### src/rtl/cnt_pkg.sv
package cnt_pkg;
  localparam int STAGE_W_DEFAULT = 4;

  typedef struct packed {
    logic clear;
    logic load;
    logic step;
    logic carryGate;
  } stageStrobes_t;
endpackage

### src/rtl/cnt_ctrl.sv
module cnt_ctrl
  import cnt_pkg::*;
(
  input  logic          clearN,
  input  logic          loadN,
  input  logic          enableLocal,
  input  logic          enableChain,
  output stageStrobes_t strobes
);
  always_comb begin
    strobes.clear     = ~clearN;
    strobes.load      = clearN & ~loadN;
    strobes.step      = clearN & loadN & enableLocal & enableChain;
    strobes.carryGate = enableChain;
  end
endmodule

### src/rtl/cnt_datapath.sv
module cnt_datapath
  import cnt_pkg::*;
#(
  parameter int WIDTH = STAGE_W_DEFAULT
) (
  input  logic             clk,
  input  stageStrobes_t    strobes,
  input  logic [WIDTH-1:0] presetSlice,
  output logic [WIDTH-1:0] countSlice,
  output logic             carry
);
  localparam logic [WIDTH-1:0] ONE = {{(WIDTH-1){1'b0}}, 1'b1};

  logic [WIDTH-1:0] countReg;
  logic             termHit;

  always_ff @(posedge clk) begin
    if (strobes.clear)      countReg <= '0;
    else if (strobes.load)  countReg <= presetSlice;
    else if (strobes.step)  countReg <= countReg + ONE;
  end

  assign termHit    = &countReg;
  assign carry      = termHit & strobes.carryGate;
  assign countSlice = countReg;
endmodule

### src/rtl/cnt_stage.sv
module cnt_stage
  import cnt_pkg::*;
#(
  parameter int WIDTH = STAGE_W_DEFAULT
) (
  input  logic             clk,
  input  logic             clearN,
  input  logic             loadN,
  input  logic             enableLocal,
  input  logic             enableChain,
  input  logic [WIDTH-1:0] presetSlice,
  output logic [WIDTH-1:0] countSlice,
  output logic             carry
);
  stageStrobes_t strobes;

  cnt_ctrl u_ctrl (
    .clearN      (clearN),
    .loadN       (loadN),
    .enableLocal (enableLocal),
    .enableChain (enableChain),
    .strobes     (strobes)
  );

  cnt_datapath #(.WIDTH(WIDTH)) u_dp (
    .clk         (clk),
    .strobes     (strobes),
    .presetSlice (presetSlice),
    .countSlice  (countSlice),
    .carry       (carry)
  );
endmodule

### src/rtl/cnt_match_decode.sv
module cnt_match_decode #(
  parameter int WIDTH = 8,
  parameter int MATCH_VALUE = 5
) (
  input  logic [WIDTH-1:0] countIn,
  output logic             matchN
);
  localparam logic [WIDTH-1:0] MATCH_CODE = WIDTH'(MATCH_VALUE);

  logic [WIDTH-1:0] bitDiff;

  always_comb begin
    bitDiff = countIn ^ MATCH_CODE;
    matchN  = |bitDiff;
  end
endmodule

### src/rtl/cascade_prescaler.sv
module cascade_prescaler
  import cnt_pkg::*;
#(
  parameter int STAGE_W     = STAGE_W_DEFAULT,
  parameter int STAGES      = 2,
  parameter int MATCH_VALUE = 5,
  localparam int TOTAL_W    = STAGE_W * STAGES
) (
  input  logic               clk,
  input  logic               clearN,
  input  logic               loadN,
  input  logic               enableLocal,
  input  logic               enableChain,
  input  logic [TOTAL_W-1:0] presetData,
  output logic [TOTAL_W-1:0] countValue,
  output logic               carryOut,
  output logic               matchN
);
  logic [STAGES:0] chainEn;

  assign chainEn[0] = enableChain;

  for (genvar s = 0; s < STAGES; s++) begin : g_stage
    cnt_stage #(.WIDTH(STAGE_W)) u_stage (
      .clk         (clk),
      .clearN      (clearN),
      .loadN       (loadN),
      .enableLocal (enableLocal),
      .enableChain (chainEn[s]),
      .presetSlice (presetData[s*STAGE_W +: STAGE_W]),
      .countSlice  (countValue[s*STAGE_W +: STAGE_W]),
      .carry       (chainEn[s+1])
    );
  end

  assign carryOut = chainEn[STAGES];

  cnt_match_decode #(.WIDTH(TOTAL_W), .MATCH_VALUE(MATCH_VALUE)) u_match (
    .countIn (countValue),
    .matchN  (matchN)
  );
endmodule

### config.mk
export PLATFORM = sky130hd
export DESIGN_NAME = cascade_prescaler
export DESIGN_NICKNAME = d
export VERILOG_FILES = /design/src/rtl/cnt_pkg.sv /design/src/rtl/cnt_ctrl.sv /design/src/rtl/cnt_datapath.sv /design/src/rtl/cnt_stage.sv /design/src/rtl/cnt_match_decode.sv /design/src/rtl/cascade_prescaler.sv
export SDC_FILE = /design/constraint.sdc
export NUM_CORES = 1
export LEC_CHECK = 0
export BUFFER_PORTS_ARGS = -buffer_cell sky130_fd_sc_hd__buf_2
export CAP_MARGIN = 25
export CORE_AREA = 8 8 45 47
export DETAILED_ROUTE_END_ITERATION = 8
export DIE_AREA = 0 0 53 55
export GPL_TIMING_DRIVEN = 0
export PLACE_DENSITY_LB_ADDON = 0.05
export SLEW_MARGIN = 30
export SYNTH_ARGS = -nofsm -noshare
export SYNTH_HDL_FRONTEND = slang
export SYNTH_HIERARCHICAL = 1
export SYNTH_SLANG_ARGS = --single-unit
export TNS_END_PERCENT = 100
### constraint.sdc
create_clock -name clk -period 1.94 [get_ports clk]
set_clock_uncertainty 0.05 [all_clocks]
set_input_delay 0.582 -clock clk [delete_from_list [all_inputs] [get_ports clk]]
set_output_delay 0.582 -clock clk [all_outputs]
set_load 0.02 [all_outputs]
==> metrics.txt, run 1 <==
# TYPE chip_impl_metric gauge
chip_impl_metric{name="power_per_cell_area",unit="mW/mm^2"} 569.8
chip_impl_info{name="clock_tree_from_tritoncts",value="done"} 1
chip_impl_metric{name="grt_max_degree",unit=""} 7
chip_impl_metric{name="ys_ff_latch",unit=""} 8
chip_impl_metric{name="die_x_extent",unit="um"} 53
chip_impl_metric{name="detailedRoute.firstPassIterationCount",unit=""} 4
chip_impl_metric{name="gr-total-overflow",unit=""} 0
chip_impl_metric{name="drt-initial-drc-count",unit=""} 6
chip_impl_info{name="postSynth.topFlopCell",value="dfxtp_1"} 1
chip_impl_info{name="synthTopCellsByCount",value="dfxtp_1, inv_1, nor2_1"} 1
chip_impl_metric{name="pwr-share-clk",unit="%"} 31.1
chip_impl_metric{name="worst-r2r-cell-count",unit=""} 7
chip_impl_metric{name="routed_wl",unit="um"} 1229
chip_impl_metric{name="syn_avg_cell_area",unit="um^2"} 8.802
chip_impl_metric{name="synth_fp_nets",unit=""} 72
chip_impl_metric{name="seq_power_share",unit="%"} 46.5
chip_impl_info{name="setup_repair_after_global_routing_missed_its_margin",value="no"} 1
chip_impl_metric{name="starting_density_of_the_core",unit="%"} 36.26
chip_impl_metric{name="placement.io_buffers",unit=""} 22
chip_impl_metric{name="chipHeight",unit="um"} 55
chip_impl_info{name="hold_path_class",value="input pin to flip-flop"} 1
chip_impl_metric{name="seq_area",unit="um^2"} 165.2
chip_impl_metric{name="finalCritPeriodShare",unit="%"} 98.28
chip_impl_metric{name="holdPathStages",unit=""} 3
chip_impl_info{name="synth_area_leaders",value="dfxtp_1, mux2i_1, and4_1, xnor2_1, o21a_1"} 1
chip_impl_metric{name="critPathRequiredTime",unit="ns"} 1.31
chip_impl_metric{name="finalWeightedCongestion",unit=""} 0.7543
chip_impl_metric{name="crit_path_max_fanout",unit=""} 2
chip_impl_info{name="synthDominantAreaCellType",value="dfxtp_1"} 1
chip_impl_metric{name="n_antenna_cell",unit=""} 0
chip_impl_metric{name="use_met2",unit="%"} 13.87
chip_impl_metric{name="global_route_wire_length_before_repair",unit="um"} 2125
chip_impl_metric{name="multiInputGateArea",unit="um^2"} 321.6
chip_impl_metric{name="timing.max_slew.rel_slack",unit="%"} 84.01
chip_impl_metric{name="vias_per_cell",unit=""} 4.909
chip_impl_info{name="rr_endpoint",value="g_stage[1].u_stage/u_dp/countSlice[1]"} 1
chip_impl_metric{name="timing.fmax",unit="GHz"} 0.5245
chip_impl_info{name="run_status",value="completed"} 1
chip_impl_metric{name="number_of_antenna_violating_nets_in_the_routed_design",unit=""} 0
chip_impl_metric{name="ioPinCount",unit=""} 23
chip_impl_metric{name="synth_warnings",unit=""} 6
chip_impl_metric{name="switching_share",unit="%"} 28.11
chip_impl_metric{name="detail_route.drc_violations",unit=""} 0
chip_impl_metric{name="routedWlPerCell",unit="um"} 12.41
chip_impl_metric{name="drive_gt1_share",unit="%"} 43.37
chip_impl_metric{name="vdd_drop_max",unit="V"} 0.0004179
chip_impl_metric{name="area_growth",unit="%"} 42.14
chip_impl_metric{name="utilization",unit="%"} 51.54
chip_impl_metric{name="rows",unit=""} 14
chip_impl_info{name="endpoint_kind",value="primary output"} 1
chip_impl_metric{name="crit_arrival",unit="ns"} 1.27
chip_impl_metric{name="timing.final.setup_violations",unit=""} 0
chip_impl_metric{name="worstSkewPairLatency",unit="ns"} 0.25
chip_impl_metric{name="synthArstFlopShare",unit="%"} 0
chip_impl_metric{name="netlist_instances",unit=""} 57
chip_impl_info{name="global_route.peak_usage_layer",value="met2"} 1
chip_impl_metric{name="fin_nets",unit=""} 100
chip_impl_metric{name="tritoncts_num_sinks",unit=""} 8
chip_impl_metric{name="fin_crit",unit="ns"} 1.907
chip_impl_info{name="timing.setup.critical_path_class",value="flip-flop to primary output"} 1
chip_impl_info{name="yosys.cell_count.top_type",value="dfxtp_1"} 1
chip_impl_metric{name="yosysTopAreaCellShare",unit="%"} 31.92
chip_impl_metric{name="static-leakage-power",unit="nW"} 0.3668
chip_impl_metric{name="final_max_slew_viol_count",unit=""} 0
chip_impl_metric{name="netlist_area",unit="um^2"} 501.7
chip_impl_metric{name="finalHoldViolations",unit=""} 0
chip_impl_info{name="min_from",value="presetData[4]"} 1
chip_impl_metric{name="gr_met1_demand_resource",unit="%"} 11.98
chip_impl_info{name="hold_path_end",value="g_stage[1].u_stage/u_dp/countSlice[0]"} 1
chip_impl_metric{name="die_area",unit="mm^2"} 0.002915
chip_impl_metric{name="globalRouteTotalUtil",unit="%"} 9.600
chip_impl_metric{name="synth_sequential_area_ratio",unit="%"} 31.92
chip_impl_metric{name="antenna_found_initial",unit=""} 0
chip_impl_metric{name="core_area",unit="mm^2"} 0.001384
chip_impl_metric{name="gr-usage-met3",unit="%"} 3.743
chip_impl_metric{name="sum_of_negative_setup_slack",unit="ns"} 0
chip_impl_metric{name="fill_cells",unit=""} 150
chip_impl_metric{name="num_vias",unit=""} 486
chip_impl_metric{name="synth_cell_type_count",unit=""} 17
chip_impl_metric{name="max_capacitance_violation_total",unit=""} 0
chip_impl_metric{name="power_switching",unit="W"} 0.0001142
chip_impl_metric{name="number_of_enable_type_register_cells_in_the_synthesized_netlist",unit=""} 0
chip_impl_metric{name="worst-slew-pin-transition",unit="ns"} 0.2395
chip_impl_metric{name="largest_register_ffs",unit=""} 8
chip_impl_metric{name="reg2reg_slack",unit="ns"} 0.20
chip_impl_metric{name="cts-htree-levels",unit=""} 1
chip_impl_metric{name="first_global_vias",unit=""} 492
chip_impl_info{name="clock-root-buffer",value="clkbuf_4"} 1
chip_impl_info{name="setup_crit_start_kind",value="flip-flop"} 1
chip_impl_metric{name="cts.path.max_buffers",unit=""} 2
chip_impl_metric{name="cts.clk_slew.worst_paths",unit="ns"} 0.05
chip_impl_metric{name="pwr-share-comb",unit="%"} 22.4
chip_impl_metric{name="power.internal",unit="W"} 0.0002921
chip_impl_info{name="worst_reg2reg_path_startpoint",value="g_stage[0].u_stage/u_dp/countSlice[0]"} 1
chip_impl_metric{name="tritoncts.num_buffers",unit=""} 3
## per-stage QoR
step	cell area, um^2	std cells	hold slack [ns]	setup slack (ns)	power, W
floorplan	501.7	57	0.6192	0.03470	0.0002396
global placement	631.9	95	0.5648	-0.1539	0.0002705
detailed placement	631.9	95	0.5643	-0.1554	0.0002717
CTS	691.9	99	0.5105	0.004084	0.0004098
global route	713.2	99	0.5375	0.002856	0.0004338
finish	713.2	99	0.5144	0.03329	0.0004063
## how the worst max path moves through the flow
stage | slack [ns] | from | cells past startpoint | endpoint
2_1_floorplan | 0.03 | g_stage[0].u_stage/u_dp/countSlice[0] | 4 | carryOut
3_3_place_gp | -0.15 | enableChain | 6 | carryOut
3_5_place_dp | -0.16 | enableChain | 6 | carryOut
4_1_cts | 0.004 | enableChain | 5 | carryOut
5_1_grt | 0.003 | g_stage[0].u_stage/u_dp/countSlice[1] | 4 | carryOut
6_report | 0.03 | g_stage[0].u_stage/u_dp/countSlice[0] | 4 | carryOut
## routing by layer
metal  routed length, um  part of all wire [%]
met3                  85                   6.9
met4                  25                   2.0
met5                   0                     0
met2                 549                    45
met1                 569                    46
## worst max-delay path, cell delays in order (launching register included)
cell and delay (ns):
dfxtp_4 0.35, ha_4 0.15, and4_1 0.19, and4_1 0.20
buf_6 0.13
## layout make-up
cell class	count	share of cell area, %
Buffer	2	1.404
Timing Repair Buffer	25	21.23
Inverter	6	3.158
Tap cell	16	2.807
Multi-Input combinational cell	39	45.09
Clock buffer	3	3.158
Sequential cell	8	23.16
## layout by cell type (no fill, tap or decap), drive strengths merged
| cell type | synthesis | routed |
|---|---|---|
| clkbuf | 0 | 3 |
| xor2 | 2 | 2 |
| ha | 2 | 2 |
| nor4 | 1 | 1 |
| nand4 | 3 | 3 |
| inv | 6 | 6 |
| a21oi | 4 | 4 |
| nor2 | 5 | 5 |
| and4 | 4 | 4 |
| xnor2 | 4 | 4 |
| nand2 | 2 | 2 |
| mux2 | 2 | 2 |
| buf | 4 | 27 |
| and2b | 2 | 2 |
| mux2i | 4 | 4 |
| o21a | 4 | 4 |
| dfxtp | 8 | 8 |
## cells by family after synthesis
kind of cell	Yosys count	share of synthesized area, %
and+or+nand+nor	17	20.70
adders and majority gates	2	4.987
muxes	6	12.47
DFF	8	31.92
buffers and inverters	10	9.475
xor gates and xnor gates	6	10.47
AOI/OAI and AO/OA	8	9.975
## power by group through the flow
stage | registers, W | clock network [W] | logic (W)
5_1_grt | 0.000190 | 0.000142 | 0.000101
6_report | 0.000189 | 0.000126 | 0.0000910
2_1_floorplan | 0.000201 | 0 | 0.0000382
3_5_place_dp | 0.000191 | 0 | 0.0000803
3_3_place_gp | 0.000191 | 0 | 0.0000795
4_1_cts | 0.000187 | 0.000134 | 0.0000886
## what timing repair did
| action | CTS | global route |
|---|---|---|
| setup endpoints to repair | 1 | 2 |
| resized for setup | 8 | 4 |
| pin swaps | 2 | 2 |
| hold buffers | 0 | 0 |
| hold endpoints to repair | 0 | 0 |
| buffers inserted | 2 | 1 |
Power figures use the tool's default switching activity.
==> run 2: changes to the inputs <==
SETUP_SLACK_MARGIN = 0.02   (was unset)
SYNTH_HIERARCHICAL = unset   (was 1)
clock period = 2.3 ns   (was 1.94 ns; I/O delays follow)
==> metrics.txt, run 2 <==
# TYPE chip_impl_metric gauge
chip_impl_info{name="run_status",value="completed"} 1
chip_impl_info{name="layout.cells.most_common_list",value="buf_2, o21ai_0, nand3_1, dfxtp_1"} 1
chip_impl_info{name="postSynth.topFlopCell",value="dfxtp_1"} 1
chip_impl_metric{name="cts.path.max_buffers",unit=""} 2
chip_impl_metric{name="synth_warnings",unit=""} 0
chip_impl_metric{name="largest_register_ffs",unit=""} 8
chip_impl_metric{name="crit_arrival",unit="ns"} 1.47
chip_impl_metric{name="routed_wl",unit="um"} 1403
chip_impl_metric{name="syn_avg_cell_area",unit="um^2"} 8.188
chip_impl_metric{name="fill_cells",unit=""} 164
chip_impl_metric{name="pre_cts_ws",unit="ns"} 0.3387
chip_impl_metric{name="routedWlPerCell",unit="um"} 14.32
chip_impl_metric{name="die_area",unit="mm^2"} 0.002915
chip_impl_metric{name="timing.fmax",unit="GHz"} 0.4533
chip_impl_metric{name="final_max_slew_viol_count",unit=""} 0
chip_impl_info{name="most_common_library_cell_in_the_layout_ignoring_fill_and_taps",value="buf_2"} 1
chip_impl_metric{name="netlist_area",unit="um^2"} 466.7
chip_impl_metric{name="first_global_vias",unit=""} 548
chip_impl_metric{name="number_of_antenna_violating_nets_in_the_routed_design",unit=""} 0
chip_impl_metric{name="placement.io_buffers",unit=""} 22
chip_impl_metric{name="gr-total-overflow",unit=""} 0
chip_impl_metric{name="starting_density_of_the_core",unit="%"} 33.73
chip_impl_metric{name="detailedRoute.firstPassIterationCount",unit=""} 4
chip_impl_metric{name="static-leakage-power",unit="nW"} 0.2698
chip_impl_metric{name="area_growth",unit="%"} 35.39
chip_impl_metric{name="synth-adder-area-share",unit="%"} 8.043
chip_impl_metric{name="drive_gt1_share",unit="%"} 39.02
chip_impl_metric{name="yosys.area_share.xor_xnor",unit="%"} 3.753
chip_impl_metric{name="synth-simple-area-share",unit="%"} 27.61
chip_impl_metric{name="critPathRequiredTime",unit="ns"} 1.56
chip_impl_metric{name="rows",unit=""} 14
chip_impl_metric{name="synth_fp_nets",unit=""} 73
chip_impl_metric{name="ys_ff_latch",unit=""} 8
chip_impl_metric{name="cts.clk_slew.worst_paths",unit="ns"} 0.05
chip_impl_metric{name="finish.instance_area",unit="um^2"} 631.9
chip_impl_metric{name="sum_of_negative_setup_slack",unit="ns"} 0
chip_impl_metric{name="fin_nets",unit=""} 100
chip_impl_info{name="endpoint_kind",value="primary output"} 1
chip_impl_info{name="yosys.cell_count.top_type",value="o21ai_0"} 1
chip_impl_metric{name="finalCritPeriodShare",unit="%"} 95.92
chip_impl_metric{name="synth_compound_area_share",unit="%"} 23.06
chip_impl_metric{name="synth_sequential_area_ratio",unit="%"} 34.32
chip_impl_info{name="setup_repair_after_global_routing_missed_its_margin",value="no"} 1
chip_impl_metric{name="post-route-worst-setup-slack",unit="ns"} 0.09384
chip_impl_metric{name="power_per_cell_area",unit="mW/mm^2"} 549.4
chip_impl_info{name="synthTopCellsByCount",value="o21ai_0, dfxtp_1, nand3_1, a31oi_1, nor2_1"} 1
chip_impl_metric{name="timing.final.setup_violations",unit=""} 0
chip_impl_metric{name="crit_path_max_fanout",unit=""} 5
chip_impl_metric{name="cts-htree-levels",unit=""} 1
chip_impl_metric{name="finalWeightedCongestion",unit=""} 0.7597
chip_impl_info{name="setup_crit_start_kind",value="flip-flop"} 1
chip_impl_metric{name="ioPinCount",unit=""} 23
chip_impl_metric{name="place_hpwl",unit="um"} 1092
chip_impl_metric{name="yosysTopAreaCellShare",unit="%"} 34.32
chip_impl_metric{name="dpl_cell_area",unit="um^2"} 596.8
chip_impl_metric{name="chipHeight",unit="um"} 55
chip_impl_info{name="clock-root-buffer",value="clkbuf_4"} 1
chip_impl_metric{name="antenna_found_initial",unit=""} 0
chip_impl_metric{name="tritoncts_num_sinks",unit=""} 8
chip_impl_metric{name="finalHoldViolations",unit=""} 0
chip_impl_metric{name="timing.max_slew.rel_slack",unit="%"} 72.57
chip_impl_metric{name="number_of_enable_type_register_cells_in_the_synthesized_netlist",unit=""} 0
chip_impl_metric{name="vdd_drop_max",unit="V"} 0.0002345
chip_impl_metric{name="grt_max_degree",unit=""} 11
chip_impl_metric{name="worstSkewPairLatency",unit="ns"} 0.26
chip_impl_metric{name="vias_per_cell",unit=""} 5.357
chip_impl_metric{name="synthArstFlopShare",unit="%"} 0
chip_impl_metric{name="detail_route.drc_violations",unit=""} 0
chip_impl_metric{name="synthMuxAreaShare",unit="%"} 0
chip_impl_metric{name="post_cts.resized_instances",unit=""} 0
chip_impl_info{name="timing.setup.critical_path_class",value="flip-flop to primary output"} 1
chip_impl_metric{name="n_antenna_cell",unit=""} 0
chip_impl_metric{name="cts_setup_buffers",unit=""} 0
chip_impl_metric{name="globalRouteTotalUtil",unit="%"} 10.71
chip_impl_info{name="clock_tree_from_tritoncts",value="done"} 1
chip_impl_metric{name="fin_crit",unit="ns"} 2.206
chip_impl_info{name="hold_path_class",value="flip-flop to flip-flop"} 1
chip_impl_metric{name="synth_cell_type_count",unit=""} 22
chip_impl_info{name="main_combinational_cell_family_by_area_after_synthesis",value="simple AND/OR/NAND/NOR gates"} 1
chip_impl_info{name="synth_area_leaders",value="dfxtp_1, o21ai_0, ha_1, nand3_1, a31oi_1"} 1
chip_impl_metric{name="max_capacitance_violation_total",unit=""} 0
chip_impl_metric{name="num_vias",unit=""} 525
chip_impl_metric{name="die_x_extent",unit="um"} 53
chip_impl_metric{name="worst-slew-pin-transition",unit="ns"} 0.4115
chip_impl_metric{name="drt-initial-drc-count",unit=""} 8
chip_impl_metric{name="netlist_instances",unit=""} 57
chip_impl_metric{name="core_area",unit="mm^2"} 0.001384
chip_impl_metric{name="global_route_wire_length_before_repair",unit="um"} 2311
chip_impl_info{name="synthDominantAreaCellType",value="dfxtp_1"} 1
chip_impl_metric{name="tritoncts.num_buffers",unit=""} 3
chip_impl_metric{name="cts-hold-fix-buffers",unit=""} 0
run 2: changes by cell type in the layout (fill, tap and decap cells not counted), moves of 3 or more:
| cell | previous run | this run |
|---|---|---|
| o21a_1 | 4 | 0 |
| a21oi_1 | 4 | 1 |
| and4_1 | 4 | 0 |
| a31oi_1 | 0 | 4 |
| xnor2_1 | 4 | 1 |
| inv_1 | 6 | 2 |
| mux2i_1 | 4 | 0 |
| nand3_1 | 0 | 6 |
| o21ai_0 | 0 | 9 |
| buf_4 | 3 | 0 |
run 2: metal layers:
metal | GRT usage (%) | up-vias | share of wire (%)
li1 | - | 269 | -
met1 | 11.25 | 236 | 45
met2 | 17.77 | 16 | 46
met3 | 3.476 | 4 | 7.6
met4 | 7.759 | 0 | 1.5
met5 | 0 | - | 0
run 2: cell type report:
class                   instances  area, um^2  area share (%)
flip-flops and latches          8       162.7           25.74
clock buffers                   3       22.52           3.564
multi-input cells              45       295.3           46.73
repair buffers                 22       116.4           18.42
well taps                      16       20.02           3.168
inverters                       3       11.26           1.782
plain buffers                   1       3.754          0.5941
run 2: report_power, final:
group | internal (W) | switching [W] | total (W) | leakage (nW)
clock network | 0.0000601 | 0.0000535 | 0.000114 | 0.0138
registers | 0.000150 | 0.0000156 | 0.000165 | 0.0672
logic | 0.0000283 | 0.0000401 | 0.0000684 | 0.189
total | 0.000238 | 0.000109 | 0.000347 | 0.270
run 2: logic make-up after synthesis:
logic type	after synthesis
buffers and inverters	4
flip-flops	8
AO/OA/AOI/OAI	18
AND/OR/NAND/NOR	22
adder cells (fa/ha/maj)	3
XOR/XNOR	2
run 2: worst max-delay path: stages, from the launching register on:
cell,delay [ns]
dfxtp_2,0.34
inv_2,0.06
ha_1,0.15
nand4b_1,0.09
or4_4,0.43
buf_6,0.15
run 2: worst paths after layout:
kind | from | endpoint | slack, ns | depth (start not counted)
worst min-delay path | g_stage[1].u_stage.u_dp.countSlice[0] | g_stage[1].u_stage.u_dp.countSlice[0] | 0.48 | 2
worst min register to register | g_stage[1].u_stage.u_dp.countSlice[0] | g_stage[1].u_stage.u_dp.countSlice[0] | 0.48 | 2
worst max register to register | g_stage[0].u_stage.u_dp.countSlice[0] | g_stage[1].u_stage.u_dp.countSlice[3] | 0.76 | 4
worst max-delay path | g_stage[1].u_stage.u_dp.countSlice[0] | matchN | 0.09 | 5
run 2: stage by stage:
| stage | std cells | total power [W] | hold WS (ns) | util (%) |
|---|---|---|---|---|
| after global routing | 98 | 0.0003691 | 0.5200 | 45.66 |
| after floorplan | 57 | 0.0002019 | 0.5364 | - |
| after detailed placement | 95 | 0.0002359 | 0.4847 | 43.13 |
| final | 98 | 0.0003471 | 0.4784 | 45.66 |
| after global placement | 95 | 0.0002359 | 0.4835 | 43.13 |
| after CTS | 98 | 0.0003516 | 0.4927 | 44.76 |
==> run 3: changes to the inputs <==
--- a/config.mk
+++ b/config.mk
@@ -7,3 +7,3 @@
 export LEC_CHECK = 0
-export BUFFER_PORTS_ARGS = -buffer_cell sky130_fd_sc_hd__buf_2
+export BUFFER_PORTS_ARGS = -buffer_cell sky130_fd_sc_hd__buf_4
 export CAP_MARGIN = 25
==> constraint.sdc (replaced) <==
create_clock -name clk -period 2.3 [get_ports clk]
set_clock_uncertainty 0.05 [all_clocks]
set_input_delay 0.46 -clock clk [delete_from_list [all_inputs] [get_ports clk]]
set_output_delay 0.46 -clock clk [all_outputs]
set_load 0.02 [all_outputs]
==> metrics.txt, run 3 (synthesis results as in run 2) <==
# TYPE chip_impl_metric gauge
chip_impl_metric{name="timing.fmax",unit="GHz"} 0.4925
chip_impl_metric{name="final_max_slew_viol_count",unit=""} 0
chip_impl_metric{name="starting_density_of_the_core",unit="%"} 33.73
chip_impl_info{name="worst_reg2reg_path_startpoint",value="g_stage[0].u_stage.u_dp.countSlice[0]"} 1
chip_impl_metric{name="crit_arrival",unit="ns"} 1.52
chip_impl_metric{name="num_vias",unit=""} 532
chip_impl_metric{name="cts-hold-fix-buffers",unit=""} 0
chip_impl_metric{name="finalHoldViolations",unit=""} 0
chip_impl_info{name="timing.setup.critical_path_class",value="flip-flop to primary output"} 1
chip_impl_metric{name="routedWlPerCell",unit="um"} 14.47
chip_impl_metric{name="grt_max_degree",unit=""} 11
chip_impl_metric{name="worst-slew-pin-transition",unit="ns"} 0.4509
chip_impl_metric{name="antenna_found_initial",unit=""} 0
chip_impl_info{name="critical_path.slowest_cell",value="or4_1"} 1
chip_impl_metric{name="vias_per_cell",unit=""} 5.429
chip_impl_metric{name="first_global_vias",unit=""} 563
chip_impl_metric{name="die_area",unit="mm^2"} 0.002915
chip_impl_metric{name="switching_share",unit="%"} 30.53
chip_impl_metric{name="cts_setup_buffers",unit=""} 0
chip_impl_metric{name="largest_register_ffs",unit=""} 8
chip_impl_metric{name="drive_gt1_share",unit="%"} 34.15
chip_impl_metric{name="placement.io_buffers",unit=""} 22
chip_impl_metric{name="holdPathStages",unit=""} 3
chip_impl_metric{name="cts-htree-levels",unit=""} 1
chip_impl_info{name="rr_endpoint",value="g_stage[1].u_stage.u_dp.countSlice[3]"} 1
chip_impl_metric{name="n_antenna_cell",unit=""} 0
chip_impl_metric{name="routed_wl",unit="um"} 1418
chip_impl_metric{name="chipHeight",unit="um"} 55
chip_impl_info{name="cp_cell_sequence",value="inv_1, ha_1, nand4b_1, or4_1, buf_4"} 1
chip_impl_metric{name="globalRouteTotalUtil",unit="%"} 11.27
chip_impl_metric{name="sum_of_negative_setup_slack",unit="ns"} 0
chip_impl_metric{name="tritoncts_num_sinks",unit=""} 8
chip_impl_info{name="worst_path_dominant_cell_family",value="simple AND/OR/NAND/NOR gates"} 1
chip_impl_metric{name="core_area",unit="mm^2"} 0.001384
chip_impl_info{name="clock-root-buffer",value="clkbuf_4"} 1
chip_impl_metric{name="timing.max_slew.rel_slack",unit="%"} 69.94
chip_impl_metric{name="utilization",unit="%"} 48.73
chip_impl_metric{name="critPathBufInv",unit=""} 2
chip_impl_metric{name="gr-total-overflow",unit=""} 0
chip_impl_info{name="hold_path_end",value="g_stage[1].u_stage.u_dp.countSlice[3]"} 1
chip_impl_metric{name="fin_nets",unit=""} 100
chip_impl_metric{name="die_x_extent",unit="um"} 53
chip_impl_metric{name="pwr-share-comb",unit="%"} 22.3
chip_impl_metric{name="detail_route.drc_violations",unit=""} 0
chip_impl_metric{name="finalWeightedCongestion",unit=""} 0.7403
chip_impl_metric{name="power_switching",unit="W"} 0.0001090
chip_impl_metric{name="post_cts.resized_instances",unit=""} 0
chip_impl_metric{name="fin_worst_hold_slack",unit="ns"} 0.4365
chip_impl_metric{name="ioPinCount",unit=""} 23
chip_impl_info{name="min_from",value="presetData[7]"} 1
chip_impl_metric{name="power.internal",unit="W"} 0.0002481
chip_impl_metric{name="worst_path_largest_cell_delay",unit="ns"} 0.42
chip_impl_metric{name="crit_path_max_fanout",unit=""} 5
chip_impl_info{name="run_status",value="completed"} 1
chip_impl_metric{name="tritoncts.num_buffers",unit=""} 3
chip_impl_metric{name="worst-r2r-cell-count",unit=""} 4
chip_impl_metric{name="fin_crit",unit="ns"} 2.031
chip_impl_info{name="hold_path_class",value="input pin to flip-flop"} 1
chip_impl_info{name="clock_tree_from_tritoncts",value="done"} 1
chip_impl_metric{name="cts.clk_slew.worst_paths",unit="ns"} 0.06
chip_impl_metric{name="worstSkewPairLatency",unit="ns"} 0.26
chip_impl_metric{name="power_per_cell_area",unit="mW/mm^2"} 529.5
chip_impl_info{name="layout.cells.most_common_list",value="buf_4, o21ai_0, dfxtp_1"} 1
chip_impl_metric{name="rows",unit=""} 14
chip_impl_info{name="setup_crit_start_kind",value="flip-flop"} 1
chip_impl_metric{name="area_growth",unit="%"} 44.50
chip_impl_metric{name="number_of_antenna_violating_nets_in_the_routed_design",unit=""} 0
chip_impl_metric{name="seq_power_share",unit="%"} 46.2
chip_impl_metric{name="finalCritPeriodShare",unit="%"} 88.29
chip_impl_metric{name="global_route_wire_length_before_repair",unit="um"} 2442
chip_impl_metric{name="reg2reg_slack",unit="ns"} 0.75
chip_impl_info{name="most_common_library_cell_in_the_layout_ignoring_fill_and_taps",value="buf_4"} 1
chip_impl_metric{name="place_hpwl",unit="um"} 1101
chip_impl_metric{name="detailedRoute.firstPassIterationCount",unit=""} 4
chip_impl_metric{name="drt-initial-drc-count",unit=""} 11
chip_impl_info{name="endpoint_kind",value="primary output"} 1
chip_impl_metric{name="static-leakage-power",unit="nW"} 0.2785
chip_impl_metric{name="finish.instance_area",unit="um^2"} 674.4
chip_impl_metric{name="vdd_drop_max",unit="V"} 0.0002705
chip_impl_metric{name="timing.final.setup_violations",unit=""} 0
chip_impl_metric{name="dpl_cell_area",unit="um^2"} 651.9
chip_impl_metric{name="max_capacitance_violation_total",unit=""} 0
chip_impl_metric{name="critPathRequiredTime",unit="ns"} 1.79
chip_impl_metric{name="pwr-share-clk",unit="%"} 31.6
chip_impl_info{name="setup_repair_after_global_routing_missed_its_margin",value="no"} 1
chip_impl_metric{name="cts.path.max_buffers",unit=""} 2
==> run 3: cell count changes in the layout (fill, tap and decap cells not counted), moves of 2 or more <==
cell / delta
dfxtp_1: +2
buf_2: -21
buf_4: +22
dfxtp_2: -2
==> run 3: per-stage QoR <==
stage               worst slack, ns   power, W  instances
floorplan                    0.5751  0.0002019         57
global placement             0.5355  0.0002478         95
detailed placement           0.5612  0.0002485         95
CTS                          0.2699  0.0003616         98
global route                 0.1813  0.0003802         98
finish                       0.2693  0.0003571         98
==> run 3: metal layers <==
layer / wire, um / up-vias / part of all wire [%] / GRT usage, %
met3: 114 / 5 / 8.0 / 3.743
li1: - / 271 / - / -
met5: 0 / - / 0 / 0
met4: 32 / 0 / 2.3 / 7.759
met2: 621 / 19 / 44 / 16.60
met1: 650 / 237 / 46 / 13.57
==> run 3: power by group through the flow <==
stage                     combinational, W  sequential (W)  clock (W)
after floorplan                  0.0000259        0.000176          0
after global placement           0.0000799        0.000168          0
after detailed placement         0.0000805        0.000168          0
after CTS                        0.0000806        0.000165   0.000116
after global routing             0.0000882        0.000167   0.000125
final                            0.0000795        0.000165   0.000113
==> run 3: worst reg2reg max path, delay by kind of cell, from the launching register on <==
family,cells,cell delay [ns]
AOI/OAI and AO/OA,1,0.16
DFF,1,0.44
and+or+nand+nor,2,0.60
adders and majority gates,1,0.23
==> run 3: worst max path at each step <==
stage / slack (ns) / end / cells past startpoint / start
floorplan: 0.58 / matchN / 4 / g_stage[1].u_stage.u_dp.countSlice[0]
global placement: 0.54 / matchN / 5 / g_stage[1].u_stage.u_dp.countSlice[0]
detailed placement: 0.56 / matchN / 5 / g_stage[1].u_stage.u_dp.countSlice[0]
CTS: 0.27 / matchN / 5 / g_stage[1].u_stage.u_dp.countSlice[0]
global route: 0.18 / matchN / 5 / g_stage[1].u_stage.u_dp.countSlice[0]
finish: 0.27 / matchN / 5 / g_stage[1].u_stage.u_dp.countSlice[0]
==> run 3: layout make-up <==
type,instances,area (um^2)
inverters,3,11.26
flip-flops and latches,8,160.2
clock buffers,3,22.52
plain buffers,1,3.754
repair buffers,22,165.2
multi-input cells,45,291.5
fillers,155,709.4
well taps,16,20.02
